File: src/rtl/ts_pkg.sv
package ts_pkg;
  // Strobes from control to datapath, one per register load.
  typedef struct packed {
    logic capture;    // latch converter readout into staging
    logic moveIn;     // staging -> input mailbox
    logic acceptOut;  // processed value -> output mailbox
    logic issueOut;   // output mailbox -> output register
  } tsStrobe_t;
endpackage

File: src/rtl/ts_sync_edge.sv
module ts_sync_edge #(
  parameter int STAGES = 2
) (
  input  logic clk,
  input  logic rstN,
  input  logic asyncIn,
  output logic rise
);
  // STAGES synchronizing flops plus one history flop for the edge detect.
  logic [STAGES:0] shReg;

  always_ff @(posedge clk or negedge rstN) begin
    if (!rstN) shReg <= '0;
    else       shReg <= {shReg[STAGES-1:0], asyncIn};
  end

  assign rise = shReg[STAGES-1] & ~shReg[STAGES];
endmodule

File: src/rtl/ts_control.sv
module ts_control
  import ts_pkg::*;
#(
  parameter int DIV          = 800,
  parameter int DETECT_TICKS = 4096
) (
  input  logic      clk,
  input  logic      rstN,
  input  logic      syncRise,
  input  logic      inTake,
  input  logic      procWrite,
  output logic      convStart,
  output logic      modeValid,
  output logic      syncMode,
  output logic      inFull,
  output logic      outFull,
  output logic      overrun,
  output logic      dacLoad,
  output tsStrobe_t strobes
);
  localparam int DIV_W = (DIV > 1) ? $clog2(DIV) : 1;
  localparam int DET_W = (DETECT_TICKS > 1) ? $clog2(DETECT_TICKS) : 1;

  logic [DIV_W-1:0] divCnt;
  logic [DET_W-1:0] detCnt;
  logic sawPulse;
  logic stagedPending;
  logic divWrap, tick, move, accept, issue;

  always_comb begin
    divWrap = (divCnt == DIV_W'(DIV - 1));
    tick    = modeValid & (syncMode ? syncRise : divWrap);
    move    = stagedPending & ~inFull;
    accept  = procWrite & ~outFull;
    issue   = tick & outFull;
    strobes = '{capture: tick, moveIn: move, acceptOut: accept, issueOut: issue};
  end

  assign convStart = tick;

  always_ff @(posedge clk or negedge rstN) begin
    if (!rstN) begin
      detCnt        <= '0;
      sawPulse      <= 1'b0;
      modeValid     <= 1'b0;
      syncMode      <= 1'b0;
      divCnt        <= '0;
      stagedPending <= 1'b0;
      overrun       <= 1'b0;
      inFull        <= 1'b0;
      outFull       <= 1'b0;
      dacLoad       <= 1'b0;
    end else begin
      // Startup observation window
      if (!modeValid) begin
        detCnt   <= detCnt + 1'b1;
        sawPulse <= sawPulse | syncRise;
        if (detCnt == DET_W'(DETECT_TICKS - 1)) begin
          modeValid <= 1'b1;
          syncMode  <= sawPulse | syncRise;
        end
      end
      // Internal rate divider
      if (modeValid && !syncMode) divCnt <= divWrap ? '0 : divCnt + 1'b1;
      // Producer side of the input mailbox
      stagedPending <= tick | (stagedPending & ~move);
      overrun       <= overrun | (tick & stagedPending & ~move);
      inFull        <= move | (inFull & ~inTake);
      // Output mailbox and output stage
      outFull       <= accept | (outFull & ~issue);
      dacLoad       <= issue;
    end
  end
endmodule

File: src/rtl/ts_datapath.sv
module ts_datapath
  import ts_pkg::*;
#(
  parameter int W = 16
) (
  input  logic         clk,
  input  logic         rstN,
  input  tsStrobe_t    strobes,
  input  logic [W-1:0] sampleIn,
  input  logic [W-1:0] procData,
  output logic [W-1:0] inData,
  output logic [W-1:0] dacData
);
  logic [W-1:0] stageReg;
  logic [W-1:0] outBox;

  always_ff @(posedge clk or negedge rstN) begin
    if (!rstN) begin
      stageReg <= '0;
      inData   <= '0;
      outBox   <= '0;
      dacData  <= '0;
    end else begin
      if (strobes.capture)   stageReg <= sampleIn;
      if (strobes.moveIn)    inData   <= stageReg;
      if (strobes.acceptOut) outBox   <= procData;
      if (strobes.issueOut)  dacData  <= outBox;
    end
  end
endmodule

File: src/rtl/sync_sample_timebase.sv
module sync_sample_timebase
  import ts_pkg::*;
#(
  parameter int W            = 16,
  parameter int DIV          = 800,
  parameter int DETECT_TICKS = 4096,
  parameter int SYNC_STAGES  = 2
) (
  input  logic         clk,
  input  logic         rstN,
  input  logic         extSync,
  input  logic [W-1:0] sampleIn,
  input  logic         inTake,
  input  logic [W-1:0] procData,
  input  logic         procWrite,
  output logic         convStart,
  output logic         modeValid,
  output logic         syncMode,
  output logic [W-1:0] inData,
  output logic         inFull,
  output logic         outFull,
  output logic [W-1:0] dacData,
  output logic         dacLoad,
  output logic         overrun
);
  logic      syncRise;
  tsStrobe_t strobes;

  ts_sync_edge #(.STAGES(SYNC_STAGES)) u_sync (
    .clk(clk), .rstN(rstN), .asyncIn(extSync), .rise(syncRise)
  );

  ts_control #(.DIV(DIV), .DETECT_TICKS(DETECT_TICKS)) u_ctl (
    .clk(clk), .rstN(rstN), .syncRise(syncRise), .inTake(inTake),
    .procWrite(procWrite), .convStart(convStart), .modeValid(modeValid),
    .syncMode(syncMode), .inFull(inFull), .outFull(outFull),
    .overrun(overrun), .dacLoad(dacLoad), .strobes(strobes)
  );

  ts_datapath #(.W(W)) u_dp (
    .clk(clk), .rstN(rstN), .strobes(strobes), .sampleIn(sampleIn),
    .procData(procData), .inData(inData), .dacData(dacData)
  );
endmodule

File: config.mk
export PLATFORM = sky130hd
export DESIGN_NAME = sync_sample_timebase
export DESIGN_NICKNAME = d
export VERILOG_FILES = /design/src/rtl/ts_pkg.sv /design/src/rtl/ts_sync_edge.sv /design/src/rtl/ts_control.sv /design/src/rtl/ts_datapath.sv /design/src/rtl/sync_sample_timebase.sv
export SDC_FILE = /design/constraint.sdc
export NUM_CORES = 1
export LEC_CHECK = 0
export ABC_CLOCK_PERIOD_IN_PS = 6200
export BUFFER_PORTS_ARGS = -buffer_cell sky130_fd_sc_hd__buf_2
export CAP_MARGIN = 20
export CELL_PAD_IN_SITES_DETAIL_PLACEMENT = 0
export CELL_PAD_IN_SITES_GLOBAL_PLACEMENT = 1
export CORE_AREA = 2 2 99 101
export DETAILED_ROUTE_END_ITERATION = 12
export DIE_AREA = 0 0 101 103
export GPL_TIMING_DRIVEN = 0
export PLACE_DENSITY = 0.82
export RECOVER_POWER = 25
export SKIP_LAST_GASP = 1
export SLEW_MARGIN = 20
export SYNTH_ARGS = -nofsm -noshare
export SYNTH_HDL_FRONTEND = slang
export SYNTH_HIERARCHICAL = 1
export SYNTH_SLANG_ARGS = --single-unit
File: constraint.sdc
create_clock -name clk -period 6.2 [get_ports clk]
set_clock_uncertainty 0.1 [all_clocks]
set_input_delay 0.93 -clock clk [delete_from_list [all_inputs] [get_ports clk]]
set_output_delay 0.93 -clock clk [all_outputs]
set_load 0.1 [all_outputs]
## Word level (Yosys, flattened, before mapping)

Index checks and enable logic that the tools add are counted.

- Register bits: 97
- Word-level logic and storage cells: 48

- $add $sub $neg: 2
- Eq/ne operators: 2
- Multiplexer cells: 4
- Bitwise operators: 22
- Reduce and logical (&&, ||, !) cells: 3

Operators by type and width:

| kind | number |
|---|---|
| adder 12 x 1 -> 12 bit (second input constant) | 1 |
| equality test 12 bit (second input constant) | 1 |
| adder 10 x 1 -> 10 bit (second input constant) | 1 |
| AND 1 bit | 10 |
| equality test 10 bit (second input constant) | 1 |
| 2-to-1 mux 10 bit | 1 |
| inverter 1 bit | 7 |
| OR 1 bit | 5 |
| 2-to-1 mux 1 bit | 3 |
| AND reduction 2 bit | 1 |
| logical AND 1 bit | 1 |
| zero test 1 bit | 1 |

## Logic depth before layout (Yosys ltp)

Gate-level depths: netlist of the first run.

- Word-level depth: 8
- Depth in mapped cells: 8
- Depth with buffers taken out: 5

## By module

The synthesis of the first run kept the hierarchy.

Modules (own cells, without submodules):

| module | instances | cells each | area an instance (µm²) |
|---|---|---|---|
| ts_datapath | 1 | 136 | 2597.5 |
| ts_control | 1 | 128 | 1436.4 |
| ts_sync_edge | 1 | 4 | 88.8 |

## Least setup slack after synthesis of the first run

Ideal clock, no wire load.

- Kind: reg-to-output
- Start: reg u_ctl.modeValid
- End: out convStart
- Data arrival time: 2.222 ns
- Slack: 2.948 ns
- Cell stages (with the launch flop): 4
- Cell sequence: dfrtp_1 -> and4b_1 -> nand4_1 -> nand2_1

- Cells in the longest elaborated chain, start to end: 1

RTL lines:

| item | line | text |
|---|---|---|
| start, declared | ts_control.sv:13 | `output logic modeValid,` |
| start signal, assigned | ts_control.sv:45 | `modeValid <= 1'b0;` |
| start signal, assigned | ts_control.sv:59 | `modeValid <= 1'b1;` |
| AND 1 bit | ts_control.sv:32 | `tick = modeValid & (syncMode ? syncRise : divWrap);` |
| end, declared | sync_sample_timebase.sv:16 | `output logic convStart,` |

No other way between the ends.

## Worst setup path in the final report of the first run

- Start: reg u_ctl.divCnt[0]
- End: out convStart

- Cells in the longest elaborated chain, start to end: 3

RTL lines:

| item | line | text |
|---|---|---|
| start, declared | ts_control.sv:24 | `logic [DIV_W-1:0] divCnt;` |
| start signal, assigned | ts_control.sv:64 | `if (modeValid && !syncMode) divCnt <= divWrap ? '0 : divCnt + 1'b1;` |
| equality test 10 bit | ts_control.sv:31 | `divWrap = (divCnt == DIV_W'(DIV - 1));` |
| 2-to-1 mux 1 bit | ts_control.sv:32 |  |
| AND 1 bit | ts_control.sv:32 |  |

No other way between the ends.

==> impl_metrics.json, run 1 <==
{
  "p_leak_nw": 2.48,
  "initial_core_util_pct": 43.6,
  "status": "finished, violations left",
  "whs_endpoint": "u_sync/shReg[1]",
  "yosysWarnings": 6,
  "path_class": "flip-flop to primary output",
  "rr_startpoint": "u_ctl/divCnt[0]",
  "dr_wl_met2_mm": 3.23,
  "place_ws_ns": 3.40,
  "cts-resized-gates": 0,
  "dr_total_vias": 2372,
  "power.density_nw_per_um2": 249,
  "avgViaCountPerCell": 5.00,
  "fin_crit_ns": 3.21,
  "grt_max_degree": 65,
  "required_ns": 5.17,
  "drc_errors": 0,
  "grt_setup_unrepaired": "no",
  "whs_path_depth": 0,
  "placed_area_um2": 4670,
  "cts_setup_buffers": 0,
  "finalCritPeriodShare_pct": 51.8,
  "fin_ws_ns": 2.99,
  "antenna_found_initial": 0,
  "io_buffers": 75,
  "ys_top_cells_by_area": "dfrtp_1, mux2_4, mux2_2",
  "root_buffer": "clkbuf_8",
  "drtPass1Iterations": 4,
  "layout_commonest_cell": "dfrtp_1",
  "drt_first_iter_violations": 58,
  "synth_top_area_cell": "dfrtp_1",
  "maxSlewHeadroom_pct": -28.2,
  "numCtsBuffers": 9,
  "met3_length_um": 312,
  "dr.max_layer_used": "met4",
  "synth_edf_count": 0,
  "cts_tree": "built",
  "ir_drop_v": 0.000107,
  "p_total_mw": 1.21,
  "die_area_um2": 10400,
  "synth_nets": 307,
  "numClockSinks": 97,
  "fp-row-count": 36,
  "synth_top_area_share_pct": 58.9,
  "reg2reg_slack_ns": 3.74,
  "grt_pass1_wl_mm": 11.7,
  "max_freq_ghz": 0.311,
  "finalHoldViolations": 0,
  "synth_flop_cell": "dfrtp_1",
  "grt_use_total_pct": 14.5,
  "worstHoldPathType": "flip-flop to flip-flop",
  "setup_viol": 0,
  "nets": 394,
  "crit_arrival_ns": 2.18,
  "stdcell_area_um2": 4870,
  "dp_cells": 458,
  "fp.dieW_um": 101,
  "place_congestion": 0.770,
  "htree_levels": 3,
  "drive_above_1_share_pct": 47.8,
  "cp-start-kind": "flip-flop",
  "ys_types": 43,
  "regArea_um2": 2430,
  "core_um2": 9460,
  "worstSetupEndpointType": "primary output",
  "worstRegToRegCells": 8,
  "cts_buffer_depth": 2,
  "drv_cap": 1,
  "syn-cell-area_um2": 4120,
  "min_from": "u_sync/shReg[0]",
  "syn_inst": 268,
  "syn2layout_area_growth_pct": 18.2,
  "synth.avg_cell_area_um2": 15.4,
  "grt_overflow": 0,
  "die_h_um": 103,
  "worst_pin_slew_ns": 1.92,
  "drt-met1-wl_mm": 3.44,
  "yosysSeqAreaShare_pct": 58.9,
  "insertedDiodeCount": 0,
  "final_antenna_net_count": 0,
  "top_level_ports": 76,
  "nFillCells": 845,
  "violations": "capacitance limit, slew limit",
  "synthArstFlopShare_pct": 100,
  "clock_latency_ns": 0.35,
  "clkTransAtPathRegs_ns": 0.09,
  "post-dp-hpwl_mm": 4.92,
  "path_max_fanout": 5,
  "timing.rr.end": "u_dp/dacData[13]",
  "wl_per_cell_um": 14.9,
  "mostFrequentLayoutCells": "dfrtp_1, buf_2, mux2_4",
  "finalNonFillerCells": 474,
  "grt_pass1_vias": 2326,
  "ys_ff_latch": 97,
  "multi_input_area_um2": 1520,
  "drt_wl_total_mm": 7.08,
  "finalSetupTns_ns": 0,
  "postCtsHoldBufs": 0,
  "slew_violations": 34
}
## per-layer routing
| layer | GRT usage [%] | vias to the layer above |
|---|---|---|
| met5 | 0 | - |
| met4 | 4.99 | 0 |
| met3 | 3.86 | 11 |
| met2 | 21.6 | 48 |
| met1 | 20.6 | 1192 |
| li1 | - | 1121 |
## through the flow
stage,utilization (%),hold WS (ns)
5_1_grt,51.5,0.278
2_1_floorplan,-,0.231
3_3_place_gp,49.1,0.233
4_1_cts,51.6,0.264
6_report,51.5,0.260
3_5_place_dp,49.4,0.242
## worst max-delay path by stage
stage | startpoint | to | slack (ns) | depth (start not counted)
floorplan | u_ctl/modeValid | convStart | 2.95 | 3
global placement | rstN | u_dp/inData[11] | 3.16 | 1
detailed placement | u_ctl/divCnt[0] | convStart | 3.40 | 5
CTS | u_ctl/divCnt[0] | convStart | 2.99 | 5
global route | u_ctl/divCnt[0] | convStart | 2.82 | 5
finish | u_ctl/divCnt[0] | convStart | 2.99 | 5
## layout make-up
| type | instances | share of cell area [%] |
|---|---|---|
| sequential | 97 | 49.8 |
| tap | 114 | 2.93 |
| buffer | 13 | 3.26 |
| inverter | 4 | 0.308 |
| clock inverter | 4 | 1.05 |
| clock buffer | 12 | 3.18 |
| multi-input combinational | 154 | 31.2 |
| timing repair buffer | 76 | 8.24 |
## critical path, cell delays in order, from the launching register on
cell	delay, ns
dfrtp_1	0.42
ha_1	0.22
and4b_1	0.30
nand4_1	0.27
nand2_1	0.18
buf_2	0.44
## state kept, by name, indices dropped and copies added (netlist names), 3 cells and up
name           flops
u_dp/dacData      16
u_dp/inData       16
u_dp/outBox       16
u_dp/stageReg     16
u_ctl/detCnt      12
u_ctl/divCnt      10
u_sync/shReg       3
## cell families (layout without fill, tap and decap cells)
group           after synthesis  in the layout  share of synthesized area (%)
simple gates                 54             54                           8.56
compound gates               15             15                           2.43
xor+xnor                     16             16                           3.40
fa+ha+maj                     2              2                          0.607
flops                        97             97                           58.9
mux                          67             67                           21.9
buf+inv                      17            109                           4.25
## where the power goes
| part | internal [mW] | switching, mW | leakage (nW) |
|---|---|---|---|
| clock | 0.209 | 0.207 | 0.103 |
| combinational | 0.0598 | 0.0394 | 1.09 |
| sequential | 0.675 | 0.0232 | 1.29 |
| total | 0.943 | 0.270 | 2.48 |
## Yosys cell counts (2+ instances only)
cell / n
mux2_4: 40
mux2_2: 25
o21ai_0: 3
ha_1: 2
xor2_1: 6
xnor2_1: 10
nor4_1: 3
and4_1: 2
mux2i_1: 2
buf_4: 4
nand4_1: 5
nand4b_1: 3
nand3_1: 6
dfrtp_1: 97
o31ai_1: 2
or3_1: 2
nor3_1: 4
a21oi_1: 4
nor2b_1: 2
inv_1: 4
nand2_1: 9
buf_6: 4
nor2_1: 6
buf_12: 4
No activity file was read; power rests on OpenSTA's default activity.
==> run 2: changes to the inputs <==
- ABC_AREA: unset -> 1
- ABC_CLOCK_PERIOD_IN_PS: 6200 -> 3200
- CORE_AREA: 2 2 99 101 -> 2 2 104 106
- DIE_AREA: 0 0 101 103 -> 0 0 106 108
- PLACE_DENSITY: 0.82 -> 0.83
- clock period: 6.2 -> 3.2 ns (I/O delays scaled with it)
==> impl_metrics.json, run 2 <==
{
  "dr_wl_met2_mm": 3.75,
  "required_ns": 2.62,
  "syn_inst": 476,
  "clkTransAtPathRegs_ns": 0.08,
  "insertedDiodeCount": 0,
  "setup_viol": 0,
  "cpMaxStageDelayCell": "buf_2",
  "synth.avg_cell_area_um2": 8.92,
  "synth_edf_count": 0,
  "rr_startpoint": "u_ctl/divCnt[0]",
  "slew_violations": 0,
  "finalHoldViolations": 0,
  "numCtsBuffers": 9,
  "synth_common_cells": "nand2_1, dfrtp_1, inv_1",
  "antenna_found_initial": 0,
  "grt_pass1_wl_mm": 13.7,
  "clock_latency_ns": 0.37,
  "cp_num_buf_inv": 1,
  "synth_top_area_cell": "dfrtp_1",
  "mostFrequentLayoutCells": "nand2_1, dfrtp_1, buf_2",
  "wl_per_cell_um": 11.3,
  "ys_types": 31,
  "ir_drop_v": 0.000309,
  "finalCritPeriodShare_pct": 78.9,
  "top_level_ports": 76,
  "cts-resized-gates": 0,
  "cp_top_family": "simple AND/OR/NAND/NOR gates",
  "drt-met1-wl_mm": 3.74,
  "p_leak_nw": 2.86,
  "cts_setup_buffers": 0,
  "fin_crit_ns": 2.53,
  "fp-row-count": 37,
  "power.density_nw_per_um2": 415,
  "core_um2": 10200,
  "drt_wl_total_mm": 7.94,
  "stdcell_area_um2": 4990,
  "grt_setup_unrepaired": "no",
  "root_buffer": "clkbuf_8",
  "worstHoldPathType": "input port to flip-flop",
  "max_freq_ghz": 0.396,
  "synth_nets": 515,
  "synth_most_common_cell": "nand2_1",
  "crit_start": "u_ctl/divCnt[0]",
  "drv_cap": 0,
  "cts_tree": "built",
  "dr_total_vias": 3108,
  "crit_arrival_ns": 1.95,
  "place_congestion": 0.809,
  "cp-start-kind": "flip-flop",
  "syn-cell-area_um2": 4240,
  "path_max_fanout": 8,
  "grt_pass1_vias": 2961,
  "postCtsHoldBufs": 1,
  "synthArstFlopShare_pct": 100,
  "synth_top_area_share_pct": 57.2,
  "numClockSinks": 97,
  "post-dp-hpwl_mm": 5.69,
  "syn2layout_area_growth_pct": 17.5,
  "drive_above_1_share_pct": 25.0,
  "initial_core_util_pct": 41.5,
  "worst_pin_slew_ns": 1.05,
  "drtPass1Iterations": 5,
  "status": "finished clean",
  "layout_commonest_cell": "nand2_1",
  "drc_errors": 0,
  "maxSlewHeadroom_pct": 30.3,
  "min_from": "extSync",
  "dr.max_layer_used": "met4",
  "drt_first_iter_violations": 132,
  "cts_buffer_depth": 2,
  "final_antenna_net_count": 0,
  "synth_flop_cell": "dfrtp_1",
  "grt_overflow": 0,
  "yosysSeqAreaShare_pct": 57.2,
  "die_area_um2": 11400,
  "worstSetupEndpointType": "primary output",
  "die_h_um": 108,
  "slowest_delay_ns": 0.44,
  "fp.dieW_um": 106,
  "nets": 603,
  "io_buffers": 75,
  "avgViaCountPerCell": 4.41,
  "met3_length_um": 281,
  "grt_max_degree": 82,
  "yosysWarnings": 6,
  "htree_levels": 3,
  "ys_top_cells_by_area": "dfrtp_1, nand2_1, inv_1",
  "cp_cell_sequence": "ha_1, nand2_1, nor2_4, nand3_4, nand2_2, buf_2",
  "grt_use_total_pct": 15.3,
  "path_class": "flip-flop to primary output",
  "ys_ff_latch": 97,
  "placed_area_um2": 4820,
  "finalSetupTns_ns": 0
}
## run 2: changes by cell type after synthesis, moves of 13 or more
cell	before	now
inv_1	4	32
mux2_2	25	0
nand2_2	0	14
mux2_4	40	0
nor2_1	6	19
nand2_1	9	234
## run 2: cells by family after synthesis
| kind of cell | synth area share, % |
|---|---|
| adders and majority gates | 0.590 |
| and+or+nand+nor | 30.6 |
| DFF | 57.2 |
| AOI/OAI and AO/OA | 1.00 |
| buffers and inverters | 8.96 |
| xor gates and xnor gates | 1.65 |
## run 2: path summary, 6_finish.rpt
kind,endpoint,slack [ns],depth (start not counted)
worst max-delay path,convStart,0.67,6
min in group asynchronous,u_dp/dacData[15],0.72,2
max in group asynchronous,u_ctl/divCnt[8],1.36,3
worst min register to register,u_sync/shReg[1],0.26,0
worst min-delay path,u_sync/shReg[0],0.12,1
worst max register to register,u_dp/dacData[7],1.14,13
## run 2: layout make-up
class	instances	area, um2
tap	136	170
clock buffer	10	128
inverter	41	180
buffer	17	186
multi-input combinational	321	1420
clock inverter	5	63.8
sequential	97	2430
timing repair buffer	77	412
fill	1000	5240
## run 2: power breakdown
part | total (mW) | switching, mW | internal, mW
Sequential | 1.23 | 0.000628 | 1.23
Combinational | 0.0514 | 0.0315 | 0.0198
Clock | 0.790 | 0.426 | 0.364
Total | 2.07 | 0.458 | 1.61
## run 2: through the flow
stage	power, mW	hold slack, ns	worst slack [ns]	utilization [%]	instances
2_1_floorplan	1.25	0.0844	0.390	-	476
3_3_place_gp	1.30	0.239	0.540	46.8	687
3_5_place_dp	1.31	0.230	1.06	47.1	688
4_1_cts	2.11	0.107	0.648	49.1	704
5_1_grt	2.18	0.105	0.538	48.8	704
6_report	2.07	0.125	0.674	48.8	704
## run 2: per-layer routing
layer	vias to the layer above	global-route usage, %
li1	1603	-
met1	1436	20.8
met2	59	23.7
met3	10	2.71
met4	0	7.80
met5	-	0
==> run 3: changes to the inputs <==
- ABC_AREA: 1 -> 0
- ABC_CLOCK_PERIOD_IN_PS: 3200 -> 2500
- CORE_AREA: 2 2 104 106 -> 2 2 99 101
- DIE_AREA: 0 0 106 108 -> 0 0 101 103
- PLACE_DENSITY: 0.83 -> 0.82
- clock period: 3.2 -> 2.5 ns (I/O delays scaled with it)
==> impl_metrics.json, run 3 (synthesis results as in run 1) <==
{
  "combinationalPowerShare_pct": 7.7,
  "top_level_ports": 76,
  "grt_max_degree": 77,
  "cpMaxStageDelayCell": "dfrtp_1",
  "insertedDiodeCount": 0,
  "status": "finished clean",
  "path_depth": 9,
  "avgViaCountPerCell": 5.03,
  "required_ns": 2.64,
  "worstSetupEndpointType": "flip-flop",
  "nets": 397,
  "die_h_um": 103,
  "path_max_fanout": 10,
  "max_freq_ghz": 0.418,
  "whs_endpoint": "u_sync/shReg[0]",
  "drt_first_iter_violations": 71,
  "drive_above_1_share_pct": 49.6,
  "root_buffer": "clkbuf_8",
  "reg2reg_slack_ns": 0.11,
  "numClockSinks": 97,
  "p_switching_mw": 0.694,
  "whs_path_depth": 1,
  "layout_commonest_cell": "dfrtp_1",
  "post-dp-hpwl_mm": 5.04,
  "grt_use_total_pct": 14.7,
  "ir_drop_v": 0.000347,
  "dr_total_vias": 2401,
  "syn2layout_area_growth_pct": 20.2,
  "drc_errors": 0,
  "maxSlewHeadroom_pct": 12.3,
  "worst_pin_slew_ns": 1.32,
  "htree_levels": 3,
  "cts_buffer_depth": 2,
  "fp.dieW_um": 101,
  "seqPwrFrac_pct": 54.4,
  "finalNonFillerCells": 477,
  "wl_per_cell_um": 15.2,
  "path_class": "flip-flop to flip-flop",
  "drv_cap": 0,
  "worstRegToRegCells": 9,
  "fp-row-count": 36,
  "grt_overflow": 0,
  "clkTransAtPathRegs_ns": 0.09,
  "place_congestion": 0.755,
  "clock_latency_ns": 0.35,
  "io_buffers": 75,
  "cp-start-kind": "flip-flop",
  "finalCritPeriodShare_pct": 95.7,
  "p_clk_share_pct": 37.8,
  "power.density_nw_per_um2": 643,
  "p_int_mw": 2.49,
  "min_from": "extSync",
  "cp_top_family": "buffers and inverters",
  "cp_cell_sequence": "ha_1, and4b_2, nand4_1, buf_4, a21boi_0, buf_4, buf_6, buf_12, mux2_4",
  "rr_startpoint": "u_ctl/divCnt[0]",
  "fin_ws_ns": 0.109,
  "initial_core_util_pct": 43.6,
  "antenna_found_initial": 0,
  "cp_num_buf_inv": 4,
  "grt_pass1_wl_mm": 12.0,
  "cts_tree": "built",
  "mostFrequentLayoutCells": "dfrtp_1, buf_2, mux2_4",
  "drtPass1Iterations": 4,
  "worstHoldPathType": "input port to flip-flop",
  "core_um2": 9460,
  "numCtsBuffers": 9,
  "crit_arrival_ns": 2.53,
  "drt_wl_total_mm": 7.26,
  "place_ws_ns": -0.0383,
  "cpMostUsedCell": "buf_4",
  "swShare_pct": 21.8,
  "slowest_delay_ns": 0.42,
  "finalHoldViolations": 0,
  "final_antenna_net_count": 0,
  "timing.rr.end": "u_dp/dacData[5]",
  "slew_violations": 0,
  "fin_crit_ns": 2.39,
  "p_leak_nw": 2.51,
  "grt_pass1_vias": 2427,
  "dp_cells": 458,
  "setup_viol": 0,
  "die_area_um2": 10400
}
==> run 3: cell count changes in the layout (fill, tap and decap cells not counted), sizes merged, moves of 6 or more <==
| cell | change |
|---|---|
| inv | -37 |
| mux2 | +65 |
| nand2 | -241 |
| nand3 | -6 |
| nor2 | -24 |
| xnor2 | +6 |
==> run 3: layer usage <==
layer  wire (um)  global-route usage, %  up-vias  share of wire (%)
met5           0                      0        -                  0
met4          93                   5.61        0                1.3
li1            -                      -     1132                  -
met2        3430                   23.0       52                 47
met3         290                   2.92        9                4.0
met1        3440                   20.4     1208                 47
==> run 3: power by group through the flow <==
stage / clock, mW / combinational, mW / sequential, mW
floorplan: 0 / 0.146 / 1.76
global placement: 0 / 0.237 / 1.75
detailed placement: 0 / 0.251 / 1.76
CTS: 1.25 / 0.254 / 1.73
global route: 1.32 / 0.269 / 1.75
finish: 1.21 / 0.247 / 1.73
==> run 3: worst max path at each step <==
stage               startpoint                 to
2_1_floorplan   u_ctl/syncMode  u_dp/stageReg[10]
3_5_place_dp   u_ctl/divCnt[0]    u_dp/dacData[7]
3_3_place_gp              rstN    u_ctl/modeValid
4_1_cts        u_ctl/divCnt[0]          convStart
5_1_grt        u_ctl/divCnt[0]   u_dp/dacData[12]
6_report       u_ctl/divCnt[0]    u_dp/dacData[5]
==> run 3: timing repair <==
action / in CTS / in global routing
setup buffers: 2 / 0
endpoints found under the hold margin: 21 / 0
gates resized for setup: 1 / 2
gates cloned: 0 / 0
hold buffers: 1 / 0
pin swaps: 1 / 0
endpoints found under the setup margin: 11 / 10
==> run 3: cell type report <==
class                   instances  area [um2]
well taps                     114         143
clock buffers                  10         128
inverters                       4        15.0
multi-input cells             154        1540
fillers                       833        4500
repair buffers                 79         429
flip-flops and latches         97        2430
clock inverters                 6         115
plain buffers                  13         160
==> run 3: per-stage QoR <==
stage / area (um2) / hold WS [ns] / TNS (ns) / total power, mW / utilization (%)
6_report: 4960 / 0.0271 / 0 / 3.19 / 52.4
5_1_grt: 4960 / 0.00867 / -0.00110 / 3.34 / 52.4
4_1_cts: 4960 / 0.00516 / 0 / 3.24 / 52.4
3_5_place_dp: 4690 / 0.144 / -0.351 / 2.01 / 49.6
3_3_place_gp: 4650 / 0.234 / -0.677 / 1.99 / 49.2
2_1_floorplan: 4140 / -0.0206 / 0 / 1.91 / -
